--- src/rtl/uart_regs_pkg.sv ---
package uart_regs_pkg;
    localparam int OFF_CMD    = 'h0C;
    localparam int OFF_STATUS = 'h10;
    localparam int OFF_RXWORD = 'h18;
    localparam int OFF_TXPORT = 'h34;
    localparam int OFF_FLAGS  = 'h40;
    localparam int OFF_FSET   = 'h44;
    localparam int OFF_FCLR   = 'h48;
    localparam int OFF_ENABLE = 'h4C;

    localparam int ST_TXLVL_BIT = 6;
    localparam int ST_VALID_BIT = 7;
    localparam int ST_FULL_BIT  = 8;
    localparam int FLAG_RX_BIT  = 2;
    localparam int FERR_BIT     = 15;

    typedef enum logic {
        RX_EMPTY = 1'b0,
        RX_HELD  = 1'b1
    } rx_state_e;
endpackage

--- src/rtl/uart_rx_hold.sv ---
module uart_rx_hold
    import uart_regs_pkg::*;
#(
    parameter int DATA_W = 32,
    parameter int BYTE_W = 8
) (
    input  logic              clk,
    input  logic              rst_n,
    input  logic              in_valid,
    input  logic [BYTE_W-1:0] in_byte,
    input  logic              in_break,
    input  logic              pop,
    output logic              ready,
    output logic              held,
    output logic              held_nxt,
    output logic [DATA_W-1:0] word
);
    localparam logic [DATA_W-1:0] BREAK_WORD = DATA_W'(1) << FERR_BIT;

    rx_state_e         state_q, state_d;
    logic [DATA_W-1:0] word_q, word_d;

    always_comb begin
        state_d = state_q;
        word_d  = word_q;
        unique case (state_q)
            RX_EMPTY: begin
                if (in_break) begin
                    state_d = RX_HELD;            // CAPTURE
                    word_d  = BREAK_WORD;
                end else if (in_valid) begin
                    state_d = RX_HELD;            // CAPTURE
                    word_d  = DATA_W'(in_byte);
                end
            end
            RX_HELD: begin
                if (in_break) begin
                    state_d = RX_HELD;            // OVERWRITE or REFILL
                    word_d  = BREAK_WORD;
                end else if (pop) begin
                    state_d = RX_EMPTY;           // DRAIN
                end
            end
            default: state_d = RX_EMPTY;
        endcase
    end

    always_ff @(posedge clk) begin
        if (!rst_n) begin
            state_q <= RX_EMPTY;
            word_q  <= '0;
        end else begin
            state_q <= state_d;
            word_q  <= word_d;
        end
    end

    always_comb begin
        ready    = (state_q == RX_EMPTY);
        held     = (state_q == RX_HELD);
        held_nxt = (state_d == RX_HELD);
        word     = word_q;
    end

    // an accepted byte is held next cycle with its value
    a_r3_capture: assert property (@(posedge clk) disable iff (!rst_n)
        (in_valid && ready && !in_break) |=> (held && word == DATA_W'($past(in_byte))));
    // a read with no event empties the holder
    a_r4_drain: assert property (@(posedge clk) disable iff (!rst_n)
        (pop && !in_break && !(in_valid && ready)) |=> !held);
    // a break always leaves the framing-error word
    a_r5_break: assert property (@(posedge clk) disable iff (!rst_n)
        in_break |=> (held && word == BREAK_WORD));
    // a byte offered while full leaves the word unchanged
    a_r3_drop: assert property (@(posedge clk) disable iff (!rst_n)
        (held && !pop && !in_break) |=> (held && $stable(word)));
endmodule

--- src/rtl/uart_irq_flags.sv ---
module uart_irq_flags
    import uart_regs_pkg::*;
#(
    parameter int DATA_W = 32
) (
    input  logic              clk,
    input  logic              rst_n,
    input  logic              wr_set,
    input  logic              wr_clr,
    input  logic              wr_en,
    input  logic [DATA_W-1:0] wdata,
    input  logic              held,
    input  logic              held_nxt,
    output logic [DATA_W-1:0] flags,
    output logic [DATA_W-1:0] enables,
    output logic              irq
);
    logic [DATA_W-1:0] flags_q, flags_d, en_q;

    always_comb begin
        flags_d = flags_q;
        if (wr_set) flags_d = flags_d | wdata;
        if (wr_clr) flags_d = flags_d & ~wdata;
        flags_d[FLAG_RX_BIT] = held_nxt;
    end

    always_ff @(posedge clk) begin
        if (!rst_n) begin
            flags_q <= '0;
            en_q    <= '0;
        end else begin
            flags_q <= flags_d;
            if (wr_en) en_q <= wdata;
        end
    end

    always_comb begin
        flags   = flags_q;
        enables = en_q;
        irq     = flags_q[FLAG_RX_BIT] & en_q[FLAG_RX_BIT];
    end

    // flag bit 2 tracks the holder state kept in another module
    a_r6_mirror: assert property (@(posedge clk) disable iff (!rst_n)
        flags[FLAG_RX_BIT] == held);
    // an enable write is visible next cycle
    a_r8_enable: assert property (@(posedge clk) disable iff (!rst_n)
        wr_en |=> (enables == $past(wdata)));
endmodule

--- src/rtl/uart_tx_port.sv ---
module uart_tx_port #(
    parameter int BYTE_W = 8
) (
    input  logic              clk,
    input  logic              rst_n,
    input  logic              wr_tx,
    input  logic [BYTE_W-1:0] wbyte,
    output logic              tx_valid,
    output logic [BYTE_W-1:0] tx_data
);
    logic              vld_q;
    logic [BYTE_W-1:0] dat_q;

    always_ff @(posedge clk) begin
        if (!rst_n) begin
            vld_q <= 1'b0;
            dat_q <= '0;
        end else begin
            vld_q <= wr_tx;
            if (wr_tx) dat_q <= wbyte;
        end
    end

    assign tx_valid = vld_q;
    assign tx_data  = dat_q;

    // each pulse comes from a transmit write one cycle earlier
    a_r10_pulse: assert property (@(posedge clk) disable iff (!rst_n)
        wr_tx |=> (tx_valid && tx_data == $past(wbyte)));
    a_r10_only: assert property (@(posedge clk) disable iff (!rst_n)
        !wr_tx |=> !tx_valid);
endmodule

--- src/rtl/uart_regfront.sv ---
module uart_regfront
    import uart_regs_pkg::*;
#(
    parameter int ADDR_W = 8,
    parameter int DATA_W = 32,
    parameter int BYTE_W = 8
) (
    input  logic              clk,
    input  logic              rst_n,
    input  logic              bus_sel,
    input  logic              bus_wr,
    input  logic [ADDR_W-1:0] bus_addr,
    input  logic [DATA_W-1:0] bus_wdata,
    output logic [DATA_W-1:0] bus_rdata,
    input  logic              rx_valid,
    input  logic [BYTE_W-1:0] rx_byte,
    input  logic              rx_break,
    output logic              rx_ready,
    output logic              tx_valid,
    output logic [BYTE_W-1:0] tx_data,
    output logic              rx_irq,
    output logic              tx_irq
);
    localparam int WORD_BYTES = DATA_W / 8;
    localparam int ALIGN_W    = $clog2(WORD_BYTES);

    logic              aligned, rd, wr;
    logic              held, held_nxt;
    logic [DATA_W-1:0] rx_word, flags, enables, status;

    assign aligned = (bus_addr[ALIGN_W-1:0] == '0);
    assign rd      = bus_sel && !bus_wr && aligned;
    assign wr      = bus_sel &&  bus_wr && aligned;

    function automatic logic hit(input logic [ADDR_W-1:0] a, input int off);
        return a == ADDR_W'(off);
    endfunction

    uart_rx_hold #(.DATA_W(DATA_W), .BYTE_W(BYTE_W)) u_hold (
        .clk      (clk),
        .rst_n    (rst_n),
        .in_valid (rx_valid),
        .in_byte  (rx_byte),
        .in_break (rx_break),
        .pop      (rd && hit(bus_addr, OFF_RXWORD)),
        .ready    (rx_ready),
        .held     (held),
        .held_nxt (held_nxt),
        .word     (rx_word)
    );

    uart_irq_flags #(.DATA_W(DATA_W)) u_flags (
        .clk      (clk),
        .rst_n    (rst_n),
        .wr_set   (wr && hit(bus_addr, OFF_FSET)),
        .wr_clr   (wr && hit(bus_addr, OFF_FCLR)),
        .wr_en    (wr && hit(bus_addr, OFF_ENABLE)),
        .wdata    (bus_wdata),
        .held     (held),
        .held_nxt (held_nxt),
        .flags    (flags),
        .enables  (enables),
        .irq      (rx_irq)
    );

    uart_tx_port #(.BYTE_W(BYTE_W)) u_tx (
        .clk      (clk),
        .rst_n    (rst_n),
        .wr_tx    (wr && hit(bus_addr, OFF_TXPORT)),
        .wbyte    (bus_wdata[BYTE_W-1:0]),
        .tx_valid (tx_valid),
        .tx_data  (tx_data)
    );

    always_comb begin
        status               = '0;
        status[ST_TXLVL_BIT] = 1'b1;
        status[ST_VALID_BIT] = held;
        status[ST_FULL_BIT]  = held;
    end

    always_comb begin
        bus_rdata = '0;
        if (rd) begin
            if      (hit(bus_addr, OFF_STATUS)) bus_rdata = status;
            else if (hit(bus_addr, OFF_RXWORD)) bus_rdata = rx_word;
            else if (hit(bus_addr, OFF_FLAGS))  bus_rdata = flags;
            else if (hit(bus_addr, OFF_ENABLE)) bus_rdata = enables;
        end
    end

    assign tx_irq = 1'b0;

    // transmit level bit is set whenever status is read
    a_r2_txlvl: assert property (@(posedge clk) disable iff (!rst_n)
        (rd && hit(bus_addr, OFF_STATUS)) |-> bus_rdata[ST_TXLVL_BIT]);
    // receive interrupt agrees with readable flag and enable words
    a_r9_irq: assert property (@(posedge clk) disable iff (!rst_n)
        rx_irq == (flags[FLAG_RX_BIT] && enables[FLAG_RX_BIT]));
    // no read means zero read data
    a_r11_idle: assert property (@(posedge clk) disable iff (!rst_n)
        !rd |-> (bus_rdata == '0));
endmodule

--- config.mk ---
export PLATFORM = sky130hd
export DESIGN_NAME = uart_regfront
export DESIGN_NICKNAME = d
export VERILOG_FILES = /design/src/rtl/uart_regs_pkg.sv /design/src/rtl/uart_rx_hold.sv /design/src/rtl/uart_irq_flags.sv /design/src/rtl/uart_tx_port.sv /design/src/rtl/uart_regfront.sv
export SDC_FILE = /design/constraint.sdc
export NUM_CORES = 1
export LEC_CHECK = 0
export BUFFER_PORTS_ARGS = -buffer_cell sky130_fd_sc_hd__buf_2
export CAP_MARGIN = 5
export CORE_MARGIN = 1
export CORE_UTILIZATION = 58
export CTS_CLUSTER_SIZE = 8
export DETAILED_ROUTE_END_ITERATION = 10
export PLACE_DENSITY = 0.85
export SLEW_MARGIN = 40
export SYNTH_ARGS = -nofsm -noshare
export SYNTH_HDL_FRONTEND = slang
export SYNTH_HIERARCHICAL = 1
export SYNTH_SLANG_ARGS = --single-unit
--- constraint.sdc ---
create_clock -name clk -period 5.1 [get_ports clk]
set_clock_uncertainty 0.05 [all_clocks]
set_input_delay 1.02 -clock clk [delete_from_list [all_inputs] [get_ports clk]]
set_output_delay 1.02 -clock clk [all_outputs]
set_load 0.02 [all_outputs]
Word level (Yosys, flattened, before mapping):

Cells that the tools add are included.

* $mul: 0
* multiplexer cells: 16
* reduce and logical (&&, ||, !) cells: 12
* $add $sub $neg: 0
* equality and inequality tests: 9
* div/mod/pow operators: 0
* shifts and indexed selects: 0
* bitwise operators: 5
* order comparisons: 0

Operators by type and width (number)
* $mux W32: 10
* $pmux W32 S2: 1
* $and A32 B32 Y32: 1
* $eq A8 B7 Y1 const B: 4
* $not A32 Y32: 1
* $or A32 B32 Y32: 1
* $eq A8 B5 Y1 const B: 2
* $logic_and A1 B1 Y1: 9
* $eq A8 B6 Y1 const B: 1
* $mux W1: 4
* $ne A3 B3 Y1 const B: 1
* $logic_not A2 Y1: 1
* $ne A2 B2 Y1 const B: 1
* $pmux W1 S2: 1
* $reduce_and A2 Y1: 1
* $and A1 B1 Y1: 1
* $logic_not A1 Y1: 1
* $not A1 Y1: 1

* output and inout port bits: 44
* logic and storage cells: 48
* bits of input ports: 54
* memory bits (writable): 0
* memories kept: 0
* ROM bits: 0
* bits in registers: 106
* bits in latches: 0

Logic depth before layout (Yosys ltp):

* depth after elaboration: 7
* depth in mapped cells: 9
* depth with buffers taken out: 5

Hierarchy:

Netlist, hierarchy kept.

Modules (own cells, without submodules)
* uart_irq_flags: cells each 209, instances 1, area an instance 2404.8 um^2, sequential area each 1281.2 um^2
* uart_regfront: cells each 136, instances 1, area an instance 855.8 um^2, sequential area each 0.0 um^2
* uart_rx_hold: cells each 69, instances 1, area an instance 575.6 um^2, sequential area each 200.2 um^2
* uart_tx_port: cells each 27, instances 1, area an instance 329.1 um^2, sequential area each 180.2 um^2

Worst setup path after synthesis:

Ideal clock, no wire load.

* kind: input -> output
* start: input bus_addr[5]
* end: output bus_rdata[18]
* stages on the path: 4
* buffers on the path: 1
* arrival time: 2149 ps
* setup slack: 1881 ps
* cells stage by stage: nor4b_1 nand2_1 clkbuf_1 o21ai_0

* cells in the longest elaborated chain, start to end: 6
* elaborated cells between the ends (all ways): 9
* those cells by class: 4 x eq/ne; 5 x mux

Ends and longest elaborated chain
* start: declaration: line uart_regfront.sv:12 `input logic [ADDR_W-1:0] bus_addr,`
* $eq A8 B7 Y1: line uart_regfront.sv:36 `return a == ADDR_W'(off);`
* $mux W32: line uart_regfront.sv:88 `else if (hit(bus_addr, OFF_ENABLE)) bus_rdata = enables;`
* $mux W32: line uart_regfront.sv:87 `else if (hit(bus_addr, OFF_FLAGS)) bus_rdata = flags;`
* $mux W32: line uart_regfront.sv:86 `else if (hit(bus_addr, OFF_RXWORD)) bus_rdata = rx_word;`
* $mux W32 *: line uart_regfront.sv:85 `if (hit(bus_addr, OFF_STATUS)) bus_rdata = status;`
* $mux W32 *: line uart_regfront.sv:84 `if (rd) begin`
* end: declaration: line uart_regfront.sv:14 `output logic [DATA_W-1:0] bus_rdata,`

Mark *: on every way between the ends. The rest lies on a longest branch, timed or not.

Worst setup path after layout:

* start: input bus_addr[1]
* end: output bus_rdata[15]

* cells in the longest elaborated chain, start to end: 6
* elaborated cells between the ends (all ways): 11
* those cells by class: 4 x eq/ne; 5 x mux; 2 x reduce/logical

Ends and longest elaborated chain (line)
* $eq A8 B7 Y1: uart_regfront.sv:36
* $mux W32: uart_regfront.sv:88
* $mux W32: uart_regfront.sv:87
* $mux W32: uart_regfront.sv:86
* $mux W32: uart_regfront.sv:85
* $mux W32 *: uart_regfront.sv:84

Marked as above.

==> impl_table.tex <==
\begin{tabular}{lr}
\hline
Metric & Value \\
\hline
\multicolumn{2}{l}{\textbf{Die}} \\
\quad Ports & 98 \\
\quad Core box area & 0.00687 mm\^{}2 \\
\quad Die span in y & 86.7 um \\
\quad Horiz. Die Dim & 86.7 um \\
\quad Initial standard-cell utilization of the core & 0.606 \\
\quad Floorplan row count & 30 \\
\quad Total die area & 0.00752 mm\^{}2 \\
\multicolumn{2}{l}{\textbf{CTS}} \\
\quad Clk Tree Root Cell & sky130\_fd\_sc\_hd\_\_clkbuf\_8 \\
\quad CTS Sinks & 83 \\
\quad Clock buffer count from CTS & 9 \\
\quad Number of setup buffers added after CTS & 0 \\
\quad Post-cts gate resize count & 0 \\
\quad CTS tree & done \\
\quad H-tree depth & 3 \\
\quad Insertion delay of the later-clocked pin in the worst-skew pair & 0.35 ns \\
\quad Clock slew seen by the registers of the worst setup and hold paths & 0.07 ns \\
\quad Cts-stage hold buffer count & 0 \\
\quad Max clock buf depth & 2 \\
\multicolumn{2}{l}{\textbf{Synth}} \\
\quad Share of the synthesized area in compound gates (AO/OA/AOI/OAI) & 0.245 \\
\quad Fraction of the mapped netlist area in simple logic gates & 0.145 \\
\quad Number of synthesis warnings & 6 \\
\quad Async set-reset flop share out of synthesis & 0 \\
\quad Area of the mapped netlist & 0.00417 mm\^{}2 \\
\quad Largest area contributor in the synthesized netlist & sky130\_fd\_sc\_hd\_\_dfxtp\_1 \\
\quad Sequential-to-total area share from yosys stat & 0.399 \\
\quad Post-synthesis mux area share & 0.0961 \\
\quad Fraction of the mapped netlist area in adder cells & 0 \\
\quad Cells after synthesis & 441 \\
\quad Share of the synthesized area in the top cell type & 0.399 \\
\quad Most used flip-flop cell after synthesis & sky130\_fd\_sc\_hd\_\_dfxtp\_1 \\
\quad Number of synthesized register bits & 83 \\
\quad Xor/xnor cell area share of the yosys netlist & 0 \\
\quad Biggest area contributors in the synthesized netlist & sky130\_fd\_sc\_hd\_\_dfxtp\_1, sky130\_fd\_sc\_hd\_\_mux2i\_1, sky130\_fd\_sc\_hd\_\_a211oi\_2, sky130\_fd\_sc\_hd\_\_a22oi\_1, sky130\_fd\_sc\_hd\_\_buf\_4 \\
\quad Post-synth cell types & 39 \\
\quad EDFF count, synth & 0 \\
\quad Main combinational cell family by area after synthesis & compound AO/OA/AOI/OAI gates \\
\quad Mean area per synthesized cell & 9.45 um\^{}2 \\
\multicolumn{2}{l}{\textbf{Drt}} \\
\quad Wire length reported by the detailed router & 9.66 mm \\
\quad Routed length per instance & 15.5 um \\
\quad Total vias in the final route & 3,406 \\
\quad Average vias per placed instance & 5.47 \\
\quad Drt first pass iters & 4 \\
\quad Antenna Nets Post-Route & 0 \\
\quad Initial DRC Count & 171 \\
\quad Residual DRC count & 0 \\
\multicolumn{2}{l}{\textbf{Place}} \\
\quad Global placer's final weighted congestion & 0.877 \\
\quad Total instance count after detailed placement & 607 \\
\quad Placed wire-length estimate & 6.78 mm \\
\quad Number of buffer cells added on primary ports & 96 \\
\multicolumn{2}{l}{\textbf{Timing}} \\
\quad Final Hold Vio Count & 0 \\
\quad Max frequency & 266 MHz \\
\quad Total negative slack for setup checks & 0 ns \\
\quad Slew at the pin closest to its max-slew limit & 0.831 ns \\
\quad Slew Limit Fails & 0 \\
\quad Slew margin rel. & 0.444 \\
\quad Unrepaired setup endpoints after global routing & false \\
\quad Post-layout min period & 3.76 ns \\
\quad Share of the clock period used by the worst path after layout & 0.738 \\
\quad Total of endpoints with negative setup slack in the final report & 0 \\
\multicolumn{2}{l}{\textbf{Cells and area}} \\
\quad Post-Layout Cell Count & 623 \\
\quad Area Growth Syn to Fin & 12.4\% \\
\quad Number of antenna diodes & 0 \\
\quad Multi-input logic area & 0.00213 mm\^{}2 \\
\quad Proportion of layout cells with a drive suffix above 1 & 0.309 \\
\quad Footprint of the flip-flops and latches & 0.00166 mm\^{}2 \\
\quad Number of nets in the layout & 576 \\
\quad Fillers & 541 \\
\multicolumn{2}{l}{\textbf{Critical path}} \\
\quad Depth of the critical timing path with buffers and inverters included & 6 \\
\quad Buffers plus inverters on the worst setup path & 3 \\
\quad Crit Reg-Reg Endpoint & u\_hold/held \\
\quad Dominant delay contributor by cell family on the critical path & simple AND/OR/NAND/NOR gates \\
\quad Crit path max-delay cell type & sky130\_fd\_sc\_hd\_\_nor4\_4 \\
\quad Setup CP Type & in2out \\
\quad Crit path arrival time & 2.69 ns \\
\quad Number of cells on the worst reg-to-reg path & 3 \\
\quad Worst reg2reg path startpoint & u\_hold/held \\
\quad CP Cell Sequence & buf\_2 -> nor4\_4 -> buf\_4 -> a22oi\_1 -> o21ai\_0 -> buf\_2 \\
\quad Largest fanout on the critical path & 12 \\
\quad Type of element capturing the critical path & primary output \\
\quad Crit path launch type & primary input \\
\quad Library cell appearing most often on the critical path & sky130\_fd\_sc\_hd\_\_buf\_2 \\
\quad Reg2reg setup slack & 4.07 ns \\
\quad Critical path required time & 4.03 ns \\
\quad Largest stage delay on the critical path & 0.67 ns \\
\quad Origin of the worst setup path & bus\_addr[1] \\
\multicolumn{2}{l}{\textbf{Worst hold path}} \\
\quad Worst hold path startpoint & u\_hold/word[0] \\
\quad Classification of the worst-slack hold path & reg2reg \\
\quad Number of cells on the worst hold path & 2 \\
\quad Destination of the worst hold path & u\_hold/word[0] \\
\multicolumn{2}{l}{\textbf{Global routing}} \\
\quad Wire length of the first global-routing pass & 15.4 mm \\
\quad Total grt overflow & 0 \\
\quad Antenna violations before repair & 0 \\
\quad GRT Total Usage & 0.267 \\
\quad Largest net degree at the start of global routing & 35 \\
\quad Vias in the first global route & 3,185 \\
\multicolumn{2}{l}{\textbf{Power and ir drop}} \\
\quad Worst vdd rail ir drop & 162 uV \\
\quad Total Power & 1240 uW \\
\quad Power per Cell Area & 264 mW/mm\^{}2 \\
\quad Leakage component of the power & 0.00169 uW \\
\multicolumn{2}{l}{\textbf{Run}} \\
\quad Max-capacitance violation count & 0 \\
\multicolumn{2}{l}{\textbf{Outcome}} \\
\quad Result of the run & finished clean \\
\hline
\end{tabular}
[synth_stat cells (3+ instances only)]
library cell	instances
sky130_fd_sc_hd__dfxtp_1	83
sky130_fd_sc_hd__a211oi_2	30
sky130_fd_sc_hd__a21oi_1	40
sky130_fd_sc_hd__nor2_1	37
sky130_fd_sc_hd__mux2i_1	40
sky130_fd_sc_hd__buf_2	7
sky130_fd_sc_hd__inv_1	3
sky130_fd_sc_hd__nor2b_1	12
sky130_fd_sc_hd__buf_4	30
sky130_fd_sc_hd__a22oi_1	32
sky130_fd_sc_hd__buf_6	11
sky130_fd_sc_hd__nand2_1	49
sky130_fd_sc_hd__o21ai_0	17
sky130_fd_sc_hd__buf_1	3
sky130_fd_sc_hd__o21ai_1	13
sky130_fd_sc_hd__buf_8	4
sky130_fd_sc_hd__and2_1	4
sky130_fd_sc_hd__nor3b_1	3
[worst register-to-register path, cell delays in order (launching register included)]
cell and delay (ns):
sky130_fd_sc_hd__dfxtp_1 0.39, sky130_fd_sc_hd__nand2b_4 0.22, sky130_fd_sc_hd__o211ai_4 0.10, sky130_fd_sc_hd__and2_1 0.17
[final cells by class]
type                       instances  area share
multi-input combinational        320       0.456
clock buffer                      11      0.0281
inverter                           4     0.00321
timing repair buffer             104       0.115
clock inverter                     5      0.0166
tap                               96      0.0257
sequential                        83       0.355
[report_power, final]
part | switching (uW) | total [uW] | internal, uW | leakage [uW]
combinational | 52.5 | 81.3 | 28.8 | 0.000918
clock | 228 | 502 | 275 | 0.000103
sequential | 2.30 | 653 | 651 | 0.000670
[layer usage]
metal | share of wire | global-route usage | vias up
met5 | 0 | 0 | -
met4 | 0.028 | 0.141 | 0
met3 | 0.056 | 0.0448 | 21
met2 | 0.47 | 0.412 | 109
met1 | 0.44 | 0.360 | 1590
li1 | - | - | 1686
[layout by cell type, fill, tap and decap left out, types with 3 or more instances in the layout]
master and instances:
sky130_fd_sc_hd__o21ai_1 13, sky130_fd_sc_hd__nor2b_1 12, sky130_fd_sc_hd__dfxtp_1 83, sky130_fd_sc_hd__buf_2 96, sky130_fd_sc_hd__mux2i_1 40, sky130_fd_sc_hd__a21oi_1 40, sky130_fd_sc_hd__inv_1 3, sky130_fd_sc_hd__o21ai_0 17
sky130_fd_sc_hd__conb_1 24, sky130_fd_sc_hd__and2_1 4, sky130_fd_sc_hd__buf_4 8, sky130_fd_sc_hd__nand2_1 48, sky130_fd_sc_hd__nor2_1 35, sky130_fd_sc_hd__a22oi_1 32, sky130_fd_sc_hd__a211oi_2 30, sky130_fd_sc_hd__clkbuf_8 9
[metrics by stage]
step                      instance area [um^2]  setup slack, ns   util  hold WS, ns
final                                     4680             1.34  0.681        0.408
after global routing                      4680             1.14  0.681        0.434
after CTS                                 4680             1.34  0.681        0.407
after detailed placement                  4470             1.35  0.651        0.397
after global placement                    4470             1.20  0.650        0.395
after floorplan                           4250             1.88      -        0.387
[worst max path at each step]
stage,to,slack (ns)
2_1_floorplan,bus_rdata[18],1.88
3_3_place_gp,bus_rdata[30],1.20
3_5_place_dp,bus_rdata[30],1.35
4_1_cts,bus_rdata[30],1.34
5_1_grt,bus_rdata[30],1.14
6_report,bus_rdata[15],1.34
[flip-flops by register name, indices dropped and copies added, names as in the netlist]
| register | count |
|---|---|
| u_flags/enables | 32 |
| u_flags/flags | 32 |
| u_hold/word | 9 |
| u_tx/tx_data | 8 |
| u_hold/held | 1 |
| u_tx/tx_valid | 1 |
[cells by family (layout without fill, tap and decap cells)]
| kind of cell | after synthesis | in the layout |
|---|---|---|
| compound gates | 137 | 137 |
| buf+inv | 60 | 124 |
| flops | 83 | 83 |
| mux | 40 | 40 |
| other cells | 2 | 24 |
| simple gates | 119 | 119 |
No activity file was read; power rests on OpenSTA's default activity.
